$ cat config.mk
export PLATFORM = sky130hd
export DESIGN_NAME = jtag_entry_seq
export DESIGN_NICKNAME = d
export VERILOG_FILES = /design/src/rtl/jtag_entry_pkg.sv /design/src/rtl/jtag_tck_gen.sv /design/src/rtl/jtag_step_gen.sv /design/src/rtl/jtag_tap_track.sv /design/src/rtl/jtag_entry_seq.sv
export SDC_FILE = /design/constraint.sdc
export NUM_CORES = 1
export LEC_CHECK = 0
export ABC_AREA = 1
export ABC_CLOCK_PERIOD_IN_PS = 2200
export BUFFER_PORTS_ARGS = -buffer_cell sky130_fd_sc_hd__clkbuf_2
export CORE_AREA = 2 2 76 78
export DETAILED_ROUTE_END_ITERATION = 10
export DIE_AREA = 0 0 78 80
export GPL_TIMING_DRIVEN = 1
export PLACE_DENSITY_LB_ADDON = 0.05
export SLEW_MARGIN = 5
export SYNTH_ARGS = -nofsm -noshare
export SYNTH_HDL_FRONTEND = slang
export SYNTH_HIERARCHICAL = 1
export SYNTH_SLANG_ARGS = --single-unit
$ cat constraint.sdc
create_clock -name clk -period 2.2 [get_ports clk]
set_clock_uncertainty 0.05 [all_clocks]
set_input_delay 0 -clock clk [delete_from_list [all_inputs] [get_ports clk]]
set_output_delay 0 -clock clk [all_outputs]
set_load 0.01 [all_outputs]
$ cat src/rtl/jtag_entry_pkg.sv
package jtag_entry_pkg;

  typedef enum logic [3:0] {
    TAP_TLR, TAP_RTI, TAP_SELDR, TAP_CAPDR, TAP_SHDR, TAP_EX1DR, TAP_PAUDR, TAP_EX2DR,
    TAP_UPDR, TAP_SELIR, TAP_CAPIR, TAP_SHIR, TAP_EX1IR, TAP_PAUIR, TAP_EX2IR, TAP_UPIR
  } tap_state_t;

  function automatic tap_state_t tap_next(input tap_state_t s, input logic m);
    unique case (s)
      TAP_TLR:   return m ? TAP_TLR   : TAP_RTI;
      TAP_RTI:   return m ? TAP_SELDR : TAP_RTI;
      TAP_SELDR: return m ? TAP_SELIR : TAP_CAPDR;
      TAP_CAPDR: return m ? TAP_EX1DR : TAP_SHDR;
      TAP_SHDR:  return m ? TAP_EX1DR : TAP_SHDR;
      TAP_EX1DR: return m ? TAP_UPDR  : TAP_PAUDR;
      TAP_PAUDR: return m ? TAP_EX2DR : TAP_PAUDR;
      TAP_EX2DR: return m ? TAP_UPDR  : TAP_SHDR;
      TAP_UPDR:  return m ? TAP_SELDR : TAP_RTI;
      TAP_SELIR: return m ? TAP_TLR   : TAP_CAPIR;
      TAP_CAPIR: return m ? TAP_EX1IR : TAP_SHIR;
      TAP_SHIR:  return m ? TAP_EX1IR : TAP_SHIR;
      TAP_EX1IR: return m ? TAP_UPIR  : TAP_PAUIR;
      TAP_PAUIR: return m ? TAP_EX2IR : TAP_PAUIR;
      TAP_EX2IR: return m ? TAP_UPIR  : TAP_SHIR;
      default:   return m ? TAP_SELDR : TAP_RTI;
    endcase
  endfunction

endpackage

$ cat src/rtl/jtag_tck_gen.sv
module jtag_tck_gen #(
  parameter int DIV_HALF = 4
) (
  input  logic clk,
  input  logic rst,
  input  logic run,
  output logic tck,
  output logic rise_stb,
  output logic fall_stb
);
  localparam int CNT_W = $clog2(DIV_HALF + 1);

  logic [CNT_W-1:0] cnt_q;
  logic             tck_q;
  logic             wrap;

  assign wrap     = run && (cnt_q == CNT_W'(DIV_HALF - 1));
  assign rise_stb = wrap && !tck_q;
  assign fall_stb = wrap && tck_q;
  assign tck      = tck_q;

  always_ff @(posedge clk) begin
    if (rst || !run) begin
      cnt_q <= '0;
      tck_q <= 1'b0;
    end else if (wrap) begin
      cnt_q <= '0;
      tck_q <= ~tck_q;
    end else begin
      cnt_q <= cnt_q + CNT_W'(1);
    end
  end
endmodule

$ cat src/rtl/jtag_step_gen.sv
module jtag_step_gen #(
  parameter int RST_PULSES = 5,
  parameter int IR_W = 4,
  parameter int DR_W = 4,
  parameter logic [IR_W-1:0] IR1_VAL = IR_W'(2),
  parameter logic [DR_W-1:0] DR_VAL  = DR_W'(2),
  parameter logic [IR_W-1:0] IR2_VAL = IR_W'(12),
  parameter int STEP_W = 6
) (
  input  logic [STEP_W-1:0] idx,
  output logic              tms,
  output logic              tdi
);
  localparam int IR_LEN = IR_W + 5;
  localparam int DR_LEN = DR_W + 4;
  localparam int S_IR1  = RST_PULSES + 2;
  localparam int S_DR   = S_IR1 + IR_LEN;
  localparam int S_IR2  = S_DR + DR_LEN;

  always_comb begin
    int i;
    int off;
    i   = int'(idx);
    off = 0;
    tms = 1'b1;
    tdi = 1'b0;
    if (i == RST_PULSES) begin
      tms = 1'b0;
    end else if (i < S_IR1) begin
      tms = 1'b1;
    end else if (i < S_DR || i >= S_IR2) begin
      // instruction scan: SelIR, CapIR, ShiftIR entry, bits, Update, SelDR
      off = (i < S_DR) ? i - S_IR1 : i - S_IR2;
      tms = !(off == 1 || off == 2);
      for (int b = 0; b < IR_W; b++) begin
        if (off == b + 3) begin
          tms = (b == IR_W - 1);
          tdi = (i < S_DR) ? IR1_VAL[b] : IR2_VAL[b];
        end
      end
    end else begin
      // data scan: CapDR, ShiftDR entry, bits, Update, SelDR
      off = i - S_DR;
      tms = (off >= 2);
      for (int b = 0; b < DR_W; b++) begin
        if (off == b + 2) begin
          tms = (b == DR_W - 1);
          tdi = DR_VAL[b];
        end
      end
    end
  end
endmodule

$ cat src/rtl/jtag_tap_track.sv
module jtag_tap_track
  import jtag_entry_pkg::*;
(
  input  logic       clk,
  input  logic       rst,
  input  logic       clear,
  input  logic       adv,
  input  logic       tms,
  output tap_state_t state,
  output logic       shifting
);
  tap_state_t st_q;

  assign state    = st_q;
  assign shifting = (st_q == TAP_SHIR) || (st_q == TAP_SHDR);

  always_ff @(posedge clk) begin
    if (rst || clear) st_q <= TAP_TLR;
    else if (adv)     st_q <= tap_next(st_q, tms);
  end

  // every Update state is left toward Select-DR-Scan
  a_r6_update_exit_high: assert property (@(posedge clk) disable iff (rst)
    adv && (st_q == TAP_UPIR || st_q == TAP_UPDR) |-> tms);
endmodule

$ cat src/rtl/jtag_entry_seq.sv
module jtag_entry_seq
  import jtag_entry_pkg::*;
#(
  parameter int DIV_HALF = 4,
  parameter int RST_PULSES = 5,
  parameter int IR_W = 4,
  parameter int DR_W = 4,
  parameter logic [IR_W-1:0] IR1_VAL = IR_W'(2),
  parameter logic [DR_W-1:0] DR_VAL  = DR_W'(2),
  parameter logic [IR_W-1:0] IR2_VAL = IR_W'(12)
) (
  input  logic                     clk,
  input  logic                     rst,
  input  logic                     start,
  input  logic                     tdo,
  output logic                     tck,
  output logic                     tms,
  output logic                     tdi,
  output logic                     busy,
  output logic                     done,
  output logic [2*IR_W+DR_W-1:0]   cap_data
);
  localparam int CAP_W   = 2 * IR_W + DR_W;
  localparam int S_IR1   = RST_PULSES + 2;
  localparam int N_STEPS = S_IR1 + 2 * (IR_W + 5) + (DR_W + 4);
  localparam int STEP_W  = $clog2(N_STEPS + 1);
  localparam logic [STEP_W-1:0] LAST = STEP_W'(N_STEPS - 1);

  logic [STEP_W-1:0] step_q, idx;
  logic              busy_q, done_q, tms_q, tdi_q;
  logic [CAP_W-1:0]  cap_q;
  logic              g_tms, g_tdi, rise_stb, fall_stb, shifting, accept;
  tap_state_t        trk;

  assign accept = start && !busy_q;
  assign idx    = busy_q ? step_q + STEP_W'(1) : '0;

  jtag_tck_gen #(.DIV_HALF(DIV_HALF)) u_tck (
    .clk(clk), .rst(rst), .run(busy_q),
    .tck(tck), .rise_stb(rise_stb), .fall_stb(fall_stb)
  );

  jtag_step_gen #(
    .RST_PULSES(RST_PULSES), .IR_W(IR_W), .DR_W(DR_W),
    .IR1_VAL(IR1_VAL), .DR_VAL(DR_VAL), .IR2_VAL(IR2_VAL), .STEP_W(STEP_W)
  ) u_step (
    .idx(idx), .tms(g_tms), .tdi(g_tdi)
  );

  jtag_tap_track u_trk (
    .clk(clk), .rst(rst), .clear(accept), .adv(rise_stb), .tms(tms_q),
    .state(trk), .shifting(shifting)
  );

  always_ff @(posedge clk) begin
    if (rst) begin
      busy_q <= 1'b0;
      done_q <= 1'b0;
      step_q <= '0;
      tms_q  <= 1'b1;
      tdi_q  <= 1'b0;
      cap_q  <= '0;
    end else begin
      done_q <= 1'b0;
      if (accept) begin
        busy_q <= 1'b1;
        step_q <= '0;
        tms_q  <= g_tms;
        tdi_q  <= g_tdi;
      end else if (busy_q && fall_stb) begin
        if (step_q == LAST) begin
          busy_q <= 1'b0;
          done_q <= 1'b1;
        end else begin
          step_q <= idx;
          tms_q  <= g_tms;
          tdi_q  <= g_tdi;
        end
      end
      if (rise_stb && shifting) cap_q <= {tdo, cap_q[CAP_W-1:1]};
    end
  end

  assign tms      = tms_q;
  assign tdi      = tdi_q;
  assign busy     = busy_q;
  assign done     = done_q;
  assign cap_data = cap_q;

  // no Run-Test/Idle once scanning has begun
  a_r6_no_idle_state: assert property (@(posedge clk) disable iff (rst)
    busy_q && (step_q >= STEP_W'(S_IR1)) |-> trk != TAP_RTI);

  // TMS and TDI hold while TCK is high
  a_r7_hold_while_high: assert property (@(posedge clk) disable iff (rst)
    tck |-> $stable(tms_q) && $stable(tdi_q));

  // done ends in Select-DR-Scan with the clock parked low
  a_r9_done_state: assert property (@(posedge clk) disable iff (rst)
    done_q |-> !busy_q && !tck && trk == TAP_SELDR);

  // done is a single-cycle pulse
  a_r9_done_pulse: assert property (@(posedge clk) disable iff (rst)
    done_q |=> !done_q);

  // start during a run does not restart it
  a_r10_start_ignored: assert property (@(posedge clk) disable iff (rst)
    busy_q && start && !fall_stb |=> busy_q && $stable(step_q));
endmodule

==> key figures, run 1 <==
Synthesis
  • Post-Syn Instances: 325
  • Seq cells post-synth: 30
  • Proportion of synthesized chip area in sequential cells: 0.286
  • Netlist area before placement: 2100 um2
  • Number of distinct library cells after synthesis: 30
  • Count of yosys warnings during synthesis: 6
  • Mean instance size in the synthesized netlist: 6.47 um2
  • Synthesized netlist net count: 347

STA
  • Hold Fails Final Rpt: 0
  • Number of pins exceeding their max-slew limit in the final report: 0
  • Pin slew with the least headroom to its limit: 0.401 ns
  • Min Clock Period, post-route: 2.12 ns
  • Maximum achievable frequency: 471 MHz
  • Headroom to the max-slew limit: 0.732
  • Post-route fraction of the period consumed by the critical path: 0.965
  • Final critical-path setup slack: 0.0766 ns
  • Final-report setup violation count: 0
  • RSZ-0062 raised after global routing: true

Placed design
  • DP Area: 2400 um2
  • Last weighted congestion value of the routability-driven placer: 0.898
  • Port Buffers: 20
  • Total instance count after detailed placement: 431
  • Post-placement worst setup slack: -0.0477 ns
  • Final HPWL DP: 3.65 mm

Drt
  • Via count: 2084
  • DRC violations left: 0
  • Post-route ant nets: 0
  • Number of violations reported at the end of detailed-routing iteration 0: 90
  • Per-cell via count in the routed design: 4.66
  • Total wirelength of the detailed-routed design: 4.96 mm
  • 1st-pass router iterations: 5
  • Routed len/inst: 11.1 um

Floorplanning
  • I/O pin total: 21
  • Row count: 27
  • Placeable Area: 5410 um2
  • Initial Util: 0.389
  • Die area: 6240 um2
  • Horiz. Die Dim: 78 um
  • Die height: 80 um

Layout
  • Fraction of layout instances using a drive strength above 1: 0.312
  • Layout Area Growth over Synthesis: 28.6%
  • Most common cell after layout, fill and taps aside: sky130_fd_sc_hd__nand2_1
  • Share of the core filled with cells in the final layout: 0.500
  • Nets: 397
  • Total inserted antenna cells: 0
  • Filler-free cell count of the finished design: 447
  • Final cell area excluding filler cells: 2700 um2
  • Most frequent cells in the layout: 66 x sky130_fd_sc_hd__nand2_1, 57 x sky130_fd_sc_hd__nor2_1, 34 x sky130_fd_sc_hd__inv_1

Worst setup path
  • Endpoint class of the critical path: flip-flop
  • Cell breakdown of the critical path: ha_4 -> nand2_2 -> inv_2 -> buf_4 -> nor2_2 -> buf_4 -> nand3_1 -> o21bai_2 -> nand3_2 -> nand2_4 -> nand3_2 -> nand3_2 -> a21oi_2 -> nand2_1 -> nand3_1
  • Critical Path AT: 2.22 ns
  • Worst reg2reg path depth: 15
  • Max stage delay on crit path: 0.37 ns
  • Reg2Reg Launch Point: step_q[1]
  • Slowest cell on crit path: sky130_fd_sc_hd__dfxtp_4
  • Startpoint class of the critical path: flip-flop
  • Critical path type: flip-flop to flip-flop
  • Origin of the worst setup path: step_q[1]
  • Critical Path Fanout Max: 7
  • Cell mode on critical path: sky130_fd_sc_hd__nand3_2
  • Critical Path RT: 2.30 ns

Global route
  • Routing usage on met1: 0.212
  • First-pass GRT wire length: 8.22 mm
  • Number of global-route vias before repair: 1888
  • GR met2 Demand/Resource: 0.264
  • Total routing usage reported by global routing: 0.161
  • Maximum number of pins on one net before global-route repair: 16
  • Aggregate global routing overflow: 0
  • GR Layer Usage met3: 0.0317
  • Most Used Layer, Global Route: met2
  • Initial antenna violation count: 0

Power and ir drop
  • Leakage dissipation: 1.28 nW
  • Peak supply drop: 356 uV
  • Power Density: 387 nW/um2

Clocking
  • Clk slew on worst S/H paths: 0.06 ns
  • Maximum root-to-sink buffer count: 2
  • Num CTS Buffers: 5
  • TritonCTS clock tree: done
  • Latest clock arrival within the worst-skew pair: 0.27 ns
  • Maximum level of the CTS H-tree: 2
  • Clk sinks: 30
  • Cell at the root of the clock tree: sky130_fd_sc_hd__clkbuf_8

Worst hold path
  • Worst hold path depth: 3
  • Hold Crit Start: start
  • Worst min-delay path category: input pin to flip-flop

Run
  • # Max-Cap Violations: 0

Status
  • Status: completed
-- final timing paths --
kind,endpoint,slack (ns)
hold reg to reg,u_tck/cnt_q[0],0.37
setup / recovery,tms,0.08
hold / removal,busy,0.03
setup reg to reg,tms,0.08
-- final cells by class --
type	count	area, um2
flip-flops and latches	30	612
well taps	72	90.1
fillers	554	2700
inverters	49	188
repair buffers	47	312
clock inverters	2	10.0
clock buffers	5	68.8
multi-input cells	242	1420
-- report_power, final --
group          switching (W)  internal [W]
Combinational      0.0000491     0.0000326
Sequential        0.00000603      0.000546
Clock               0.000200      0.000212
-- sequential cells by signal, indices dropped and copies added (netlist names) --
register and cells:
step_q 6, tms 1, cap_data 12, u_tck/cnt_q 3, u_trk/state 4, busy 1, done 1, tdi 1
u_tck/tck 1
-- stage by stage --
stage	total power (W)	TNS [ns]	hold slack (ns)
2_1_floorplan	0.000614	0	0.0293
3_3_place_gp	0.000646	0	0.206
3_5_place_dp	0.000644	-0.0932	0.211
4_1_cts	0.00107	0	0.0177
5_1_grt	0.00110	-0.160	0.0667
6_report	0.00105	0	0.0292
-- logic make-up after synthesis --
kind of cell / Yosys count / share of synthesized area
buf+inv: 53 / 0.100
flops: 30 / 0.286
compound gates: 48 / 0.127
xor+xnor: 2 / 0.0119
simple gates: 174 / 0.368
fa+ha+maj: 18 / 0.107
-- cell usage after synthesis --
master | instances | area share
sky130_fd_sc_hd__dfxtp_1 | 30 | 0.29
sky130_fd_sc_hd__nor2_2 | 3 | 0.0089
sky130_fd_sc_hd__ha_1 | 18 | 0.11
sky130_fd_sc_hd__a21oi_2 | 3 | 0.013
sky130_fd_sc_hd__nor2_4 | 1 | 0.0054
sky130_fd_sc_hd__nand2_2 | 4 | 0.012
sky130_fd_sc_hd__nand4_1 | 2 | 0.0060
sky130_fd_sc_hd__nand3_2 | 3 | 0.014
sky130_fd_sc_hd__nand2_1 | 68 | 0.12
sky130_fd_sc_hd__o21ai_1 | 4 | 0.0095
sky130_fd_sc_hd__a21boi_1 | 1 | 0.0036
sky130_fd_sc_hd__clkbuf_1 | 1 | 0.0018
sky130_fd_sc_hd__nor2_1 | 65 | 0.12
sky130_fd_sc_hd__inv_1 | 40 | 0.071
sky130_fd_sc_hd__nor2_8 | 1 | 0.0095
sky130_fd_sc_hd__a21oi_1 | 9 | 0.021
sky130_fd_sc_hd__clkinv_2 | 1 | 0.0024
sky130_fd_sc_hd__nand2_4 | 3 | 0.016
sky130_fd_sc_hd__inv_2 | 7 | 0.013
sky130_fd_sc_hd__clkinv_1 | 1 | 0.0018
sky130_fd_sc_hd__buf_2 | 2 | 0.0048
sky130_fd_sc_hd__o21ai_0 | 28 | 0.067
sky130_fd_sc_hd__o21bai_2 | 1 | 0.0054
sky130_fd_sc_hd__xor2_2 | 1 | 0.0077
sky130_fd_sc_hd__o21ai_2 | 2 | 0.0083
sky130_fd_sc_hd__nor3_1 | 1 | 0.0024
sky130_fd_sc_hd__xor2_1 | 1 | 0.0042
sky130_fd_sc_hd__buf_6 | 1 | 0.0054
sky130_fd_sc_hd__nand3_1 | 22 | 0.052
sky130_fd_sc_hd__nand3b_1 | 1 | 0.0036
-- worst max-delay path, delay by kind of cell (launching register included) --
kind / cells / cell delay [ns]
flops: 1 / 0.37
buf+inv: 3 / 0.35
fa+ha+maj: 1 / 0.16
simple gates: 9 / 0.80
compound gates: 2 / 0.25
-- per-layer routing --
| layer | part of all wire | vias up |
|---|---|---|
| li1 | - | 1115 |
| met1 | 0.50 | 936 |
| met2 | 0.47 | 31 |
| met3 | 0.029 | 2 |
| met4 | 0.0061 | 0 |
| met5 | 0 | - |
-- what timing repair did --
action,in CTS,in global routing
endpoints found under the setup margin,2,2
gates cloned,0,0
pin swaps,1,15
gates resized for setup,3,42
hold buffers,2,0
endpoints found under the hold margin,2,0
setup buffers,1,7
Power figures use the tool's default switching activity.
==> run 2, diff against run 1 <==
--- a/config.mk
+++ b/config.mk
@@ -14,4 +14,5 @@
 export GPL_TIMING_DRIVEN = 1
 export PLACE_DENSITY_LB_ADDON = 0.05
+export SKIP_CTS_REPAIR_TIMING = 1
 export SLEW_MARGIN = 5
 export SYNTH_ARGS = -nofsm -noshare
==> constraint.sdc (replaced) <==
create_clock -name clk -period 2.2 [get_ports clk]
set_clock_uncertainty 0.05 [all_clocks]
set_input_delay 0.11 -clock clk [delete_from_list [all_inputs] [get_ports clk]]
set_output_delay 0.11 -clock clk [all_outputs]
set_load 0.01 [all_outputs]
==> run 2 against run 1 <==
Effect of this change:
- global-route usage fell by 0.072 points
- worst setup slack improved by 0.012 ns
- non-clock buffer count shrank 4
- core utilization up 0.14 points
- via count is 1.3% lower
- first-iteration DRC count up 12%
- critical path depth is 2 higher
==> key figures, run 2 (same netlist as run 1, synthesis figures left out) <==
Status
  • Status: completed

STA
  • Final critical-path setup slack: 0.0889 ns (+0.0123 ns)
  • Final-report setup violation count: 0 (unchanged)
  • Number of pins exceeding their max-slew limit in the final report: 0 (unchanged)
  • Headroom to the max-slew limit: 0.729 (-0.00345)
  • Min Clock Period, post-route: 2.11 ns (-0.0123 ns)
  • Maximum achievable frequency: 474 MHz (+0.58%)
  • RSZ-0062 raised after global routing: true
  • Pin slew with the least headroom to its limit: 0.406 ns (+0.00516 ns)
  • Hold Fails Final Rpt: 0 (unchanged)
  • Post-route fraction of the period consumed by the critical path: 0.960 (-0.00557)

Layout
  • Nets: 393 (-1.0%)
  • Max FFs per register: 12 (unchanged)
  • Most common cell after layout, fill and taps aside: sky130_fd_sc_hd__nand2_1
  • Final cell area excluding filler cells: 2710 um2 (+0.28%)
  • Fraction of layout instances using a drive strength above 1: 0.318 (+0.00606)
  • Total of fill cells in the finished design: 546 (-1.4%)
  • Total inserted antenna cells: 0 (unchanged)
  • Most frequent cells in the layout: 64 x sky130_fd_sc_hd__nand2_1, 59 x sky130_fd_sc_hd__nor2_1, 34 x sky130_fd_sc_hd__inv_1
  • Layout Area Growth over Synthesis: 28.9%

Power and ir drop
  • Pwr Total: 0.00104 W (-0.40%)
  • Peak supply drop: 357 uV (+0.10%)
  • Internal: 0.000787 W (-0.38%)
  • Net Sw Frac: 0.244 (about the same)
  • Part of the power in the clock network: 0.393 (about the same)
  • Sequential fraction of design power: 0.529 (about the same)
  • Leakage dissipation: 1.29 nW (+0.97%)
  • Power Density: 384 nW/um2 (-0.67%)
  • Psw: 0.000254 W (-0.44%)
  • Fraction of power consumed by combinational cells: 0.077 (about the same)

Global route
  • First-pass GRT wire length: 8.18 mm (-0.50%)
  • Initial antenna violation count: 0 (unchanged)
  • Total routing usage reported by global routing: 0.160 (-0.000719)
  • Aggregate global routing overflow: 0 (unchanged)
  • Number of global-route vias before repair: 1877 (-0.58%)
  • Maximum number of pins on one net before global-route repair: 16 (unchanged)

Worst setup path
  • Critical Path RT: 2.30 ns (about the same)
  • Critical Path Fanout Max: 5 (-2)
  • Endpoint class of the critical path: flip-flop
  • Startpoint class of the critical path: flip-flop
  • Critical path type: flip-flop to flip-flop
  • Critical Path AT: 2.21 ns (about the same)

Floorplanning
  • Die area: 6240 um2 (unchanged)
  • Row count: 27 (unchanged)
  • Initial Util: 0.389 (unchanged)
  • Placeable Area: 5410 um2 (unchanged)
  • Horiz. Die Dim: 78 um (unchanged)
  • Die height: 80 um (unchanged)
  • I/O pin total: 21 (unchanged)

Drt
  • Per-cell via count in the routed design: 4.64 (-0.40%)
  • Number of violations reported at the end of detailed-routing iteration 0: 101 (+12%)
  • Total wirelength of the detailed-routed design: 4.95 mm (-0.26%)
  • Post-route ant nets: 0 (unchanged)
  • Routed len/inst: 11.2 um (+0.64%)
  • DRC violations left: 0 (unchanged)
  • Via count: 2057 (-1.3%)
  • 1st-pass router iterations: 4 (-1)

Clocking
  • Maximum root-to-sink buffer count: 2 (unchanged)
  • Latest clock arrival within the worst-skew pair: 0.27 ns (about the same)
  • TritonCTS clock tree: done
  • Num CTS Buffers: 5 (unchanged)
  • Maximum level of the CTS H-tree: 2 (unchanged)
  • Clk sinks: 30 (unchanged)
  • Clk slew on worst S/H paths: 0.06 ns (about the same)
  • Cell at the root of the clock tree: sky130_fd_sc_hd__clkbuf_8

Worst hold path
  • Worst min-delay path category: input pin to flip-flop

Run
  • # Max-Cap Violations: 0 (unchanged)

Placed design
  • DP Area: 2400 um2 (unchanged)
  • Final HPWL DP: 3.65 mm (unchanged)
  • Post-placement worst setup slack: -0.0477 ns (unchanged)
  • Last weighted congestion value of the routability-driven placer: 0.898 (unchanged)
  • Port Buffers: 20 (unchanged)
==> run 2: per-layer routing <==
layer	part of all wire	global-route usage	vias up
met4	0.0061	0.0544	0
met1	0.51	0.214	917
met3	0.028	0.0317	2
li1	-	-	1107
met2	0.46	0.259	31
met5	0	0	-
==> run 2: through the flow <==
stage | instances | hold WS, ns | setup TNS [ns] | utilization
floorplan | 325 | 0.139 | 0 | -
global placement | 431 | 0.316 | 0 | 0.445
detailed placement | 431 | 0.321 | -0.0932 | 0.445
CTS | 438 | 0.0308 | -0.120 | 0.459
global route | 443 | 0.0976 | -0.120 | 0.501
finish | 443 | 0.0454 | 0 | 0.501
==> run 2: area by class of cell <==
class                      count  area [um2]  share of cell area
sequential                    30         614               0.227
tap                           72        90.1              0.0332
clock inverter                 2        10.0             0.00369
timing repair buffer          43         277               0.102
clock buffer                   5        68.8              0.0254
multi-input combinational    242        1460               0.540
inverter                      49         188              0.0693
==> run 2: worst paths after layout <==
kind | from | end | slack [ns] | depth (start not counted)
max reg2reg | step_q[1] | tms | 0.09 | 17
max | step_q[1] | tms | 0.09 | 17
min reg2reg | u_tck/cnt_q[0] | u_tck/cnt_q[0] | 0.37 | 1
min | tdo | cap_data[11] | 0.05 | 3
==> run 2: worst max-delay path: stages, from the launching register on <==
cell                      delay [ns]
sky130_fd_sc_hd__dfxtp_4        0.37
sky130_fd_sc_hd__ha_4           0.17
sky130_fd_sc_hd__nand2_4        0.06
sky130_fd_sc_hd__inv_2          0.04
sky130_fd_sc_hd__o21ai_2        0.17
sky130_fd_sc_hd__nor2_4         0.06
sky130_fd_sc_hd__inv_2          0.08
sky130_fd_sc_hd__buf_6          0.13
sky130_fd_sc_hd__ha_4           0.14
sky130_fd_sc_hd__nand3_2        0.10
sky130_fd_sc_hd__nor2_4         0.11
sky130_fd_sc_hd__nand3_2        0.10
sky130_fd_sc_hd__nand2_4        0.10
sky130_fd_sc_hd__nand3_2        0.07
sky130_fd_sc_hd__nand3_2        0.06
sky130_fd_sc_hd__a21oi_2        0.05
sky130_fd_sc_hd__nand2_1        0.06
sky130_fd_sc_hd__nand3_1        0.05
==> run 2: power by group through the flow <==
stage	Clock (W)	Sequential, W	Combinational (W)
3_3_place_gp	0	0.000567	0.0000787
5_1_grt	0.000451	0.000551	0.0000924
4_1_cts	0.000430	0.000554	0.0000783
6_report	0.000410	0.000551	0.0000806
2_1_floorplan	0	0.000568	0.0000463
3_5_place_dp	0	0.000566	0.0000779
==> run 3, diff against run 2 <==
CTS_BUF_LIST = sky130_fd_sc_hd__clkbuf_4 sky130_fd_sc_hd__clkbuf_8 sky130_fd_sc_hd__clkbuf_16   (was unset)
PLACE_DENSITY = 0.56   (was unset)
PLACE_DENSITY_LB_ADDON = unset   (was 0.05)
==> run 3 against run 2 <==
Effect of this change:
- combinational power down 2.6%
- highest routed layer unchanged
- critical path depth unchanged
- register-to-register slack about the same
- critical path type unchanged
- critical endpoint unchanged
- core utilization up 0.21 points
- flip-flop and latch count unchanged
- non-clock buffer count up 2
- largest power group unchanged
- fmax down 0.30%
- wire length down 0.34%
- count of clock-buffer cells in the layout up 1
- global-route usage down 0.29 points
- first-iteration DRC count up 13%
==> key figures, run 3 (same netlist as run 1, synthesis figures left out) <==
Worst setup path
  • R2R Setup Slk: 0.08 ns (about the same)
  • Critical path type: flip-flop to flip-flop
  • Critical Path Fanout Max: 5 (unchanged)
  • Endpoint class of the critical path: flip-flop
  • Slowest cell on crit path: sky130_fd_sc_hd__dfxtp_4
  • Startpoint class of the critical path: flip-flop
  • Buffering stage count on the worst path with inverters included: 3 (unchanged)
  • CP top delay family: simple AND/OR/NAND/NOR gates
  • Cell breakdown of the critical path: ha_4 -> nand2_4 -> inv_2 -> o21ai_4 -> nor2_4 -> inv_2 -> buf_6 -> ha_4 -> nand3_2 -> nor2_1 -> nand3_2 -> nand2_2 -> nand3_2 -> nand3_2 -> a21oi_2 -> nand2_1 -> nand3_1
  • Critical Path RT: 2.30 ns (about the same)
  • Max stage delay on crit path: 0.37 ns (about the same)
  • Cell mode on critical path: sky130_fd_sc_hd__nand3_2
  • Critical Path AT: 2.22 ns (about the same)

Layout
  • Share of the core filled with cells in the final layout: 0.503 (+0.00208)
  • Nets: 395 (+0.51%)
  • Fraction of layout instances using a drive strength above 1: 0.299 (-0.0186)
  • Filler-free cell count of the finished design: 446 (+0.68%)
  • Layout Area Growth over Synthesis: 29.5%
  • Max FFs per register: 12 (unchanged)
  • Most common cell after layout, fill and taps aside: sky130_fd_sc_hd__nand2_1
  • Total inserted antenna cells: 0 (unchanged)
  • Most frequent cells in the layout: 64 x sky130_fd_sc_hd__nand2_1, 61 x sky130_fd_sc_hd__nor2_1, 35 x sky130_fd_sc_hd__inv_1
  • Final cell area excluding filler cells: 2720 um2 (+0.42%)

STA
  • Post-route fraction of the period consumed by the critical path: 0.963 (+0.00290)
  • Number of pins exceeding their max-slew limit in the final report: 0 (unchanged)
  • Sum of negative setup slack: 0 ns (unchanged)
  • Maximum achievable frequency: 472 MHz (-0.30%)
  • Hold Fails Final Rpt: 0 (unchanged)
  • Final-report setup violation count: 0 (unchanged)
  • Headroom to the max-slew limit: 0.710 (-0.0187)
  • Min Clock Period, post-route: 2.12 ns (+0.00639 ns)
  • Pin slew with the least headroom to its limit: 0.435 ns (+0.0281 ns)

Drt
  • Post-route ant nets: 0 (unchanged)
  • Total wirelength of the detailed-routed design: 4.93 mm (-0.34%)
  • DRC violations left: 0 (unchanged)
  • Via count: 2103 (+2.2%)
  • Routed len/inst: 11.0 um (-1.0%)
  • 1st-pass router iterations: 4 (unchanged)
  • Per-cell via count in the routed design: 4.72 (+1.5%)
  • Number of violations reported at the end of detailed-routing iteration 0: 114 (+13%)

Status
  • Status: completed

Floorplanning
  • I/O pin total: 21 (unchanged)
  • Horiz. Die Dim: 78 um (unchanged)
  • Row count: 27 (unchanged)
  • Die height: 80 um (unchanged)
  • Die area: 6240 um2 (unchanged)
  • Placeable Area: 5410 um2 (unchanged)
  • Initial Util: 0.389 (unchanged)

Power and ir drop
  • Part of the power in the clock network: 0.426 (+0.033)
  • Fraction of power consumed by combinational cells: 0.072 (-0.005)
  • Power Density: 403 nW/um2 (+4.9%)
  • Net Sw Frac: 0.247 (+0.00338)
  • Sequential fraction of design power: 0.502 (-0.027)
  • Internal: 0.000825 W (+4.8%)
  • Peak supply drop: 316 uV (-11%)
  • Psw: 0.000271 W (+6.8%)
  • Leakage dissipation: 1.30 nW (+0.33%)

Placed design
  • DP Area: 2410 um2 (+0.31%)
  • Last weighted congestion value of the routability-driven placer: 0.898 (about the same)
  • Total instance count after detailed placement: 432 (+0.23%)
  • Port Buffers: 20 (unchanged)
  • Final HPWL DP: 3.68 mm (+0.98%)

Clocking
  • Clk slew on worst S/H paths: 0.07 ns (about the same)
  • Maximum root-to-sink buffer count: 2 (unchanged)
  • Num CTS Buffers: 5 (unchanged)
  • Maximum level of the CTS H-tree: 2 (unchanged)
  • Latest clock arrival within the worst-skew pair: 0.28 ns (about the same)
  • Cell at the root of the clock tree: sky130_fd_sc_hd__clkbuf_8
  • Clk sinks: 30 (unchanged)
  • TritonCTS clock tree: done

Global route
  • Initial antenna violation count: 0 (unchanged)
  • Number of global-route vias before repair: 1833 (-2.3%)
  • First-pass GRT wire length: 7.87 mm (-3.7%)
  • Aggregate global routing overflow: 0 (unchanged)
  • Maximum number of pins on one net before global-route repair: 16 (unchanged)
  • Total routing usage reported by global routing: 0.157 (-0.00289)

Run
  • # Max-Cap Violations: 0 (unchanged)

Worst hold path
  • Worst min-delay path category: input pin to flip-flop
==> run 3: cell count changes in the layout (fill, tap and decap cells not counted), moves of 2 or more <==
cell                      change
sky130_fd_sc_hd__dfxtp_1      +2
sky130_fd_sc_hd__o21ai_2      -4
sky130_fd_sc_hd__o21ai_4      +2
sky130_fd_sc_hd__dfxtp_2      -2
sky130_fd_sc_hd__nor2_1       +2
==> run 3: power groups by stage <==
stage	Sequential [W]	Clock, W	Combinational, W
after floorplan	0.000568	0	0.0000463
after global placement	0.000566	0	0.0000760
after detailed placement	0.000566	0	0.0000757
after CTS	0.000553	0.000486	0.0000761
after global routing	0.000551	0.000510	0.0000876
final	0.000550	0.000467	0.0000785
==> run 3: final cells by class <==
cell class | count | area, um2
Multi-Input combinational cell | 242 | 1440
Clock buffer | 6 | 82.6
Tap cell | 72 | 90.1
Timing Repair Buffer | 45 | 295
Fill cell | 543 | 2680
Sequential cell | 30 | 612
Clock inverter | 2 | 12.5
Inverter | 49 | 188
==> run 3: final timing paths <==
kind | from | to | cells past startpoint
hold / removal | tdo | cap_data[11] | 3
setup / recovery | step_q[1] | tms | 17
setup reg to reg | step_q[1] | tms | 17
hold reg to reg | u_tck/cnt_q[0] | u_tck/cnt_q[0] | 1
==> run 3: layer usage <==
| layer | global-route usage | share of wire | vias up | wire [um] |
|---|---|---|---|---|
| met5 | 0 | 0 | - | 0 |
| met4 | 0.0632 | 0.015 | 0 | 72 |
| met3 | 0.0249 | 0.041 | 6 | 201 |
| met2 | 0.255 | 0.45 | 53 | 2230 |
| met1 | 0.209 | 0.49 | 924 | 2420 |
| li1 | - | - | 1120 | - |
==> run 3: worst min-delay path: cells and delay by family <==
kind                   cells  cell delay, ns
AOI/OAI and AO/OA          1            0.07
buffers and inverters      1            0.07
and+or+nand+nor            1            0.08
==> run 3: per-stage QoR <==
step | power (W) | setup slack, ns | hold slack (ns)
2_1_floorplan | 0.000614 | 0.0130 | 0.139
3_3_place_gp | 0.000642 | -0.00701 | 0.316
3_5_place_dp | 0.000642 | -0.0501 | 0.332
4_1_cts | 0.00112 | -0.0704 | 0.0403
5_1_grt | 0.00115 | -0.0571 | 0.0660
6_report | 0.00110 | 0.0825 | 0.0425
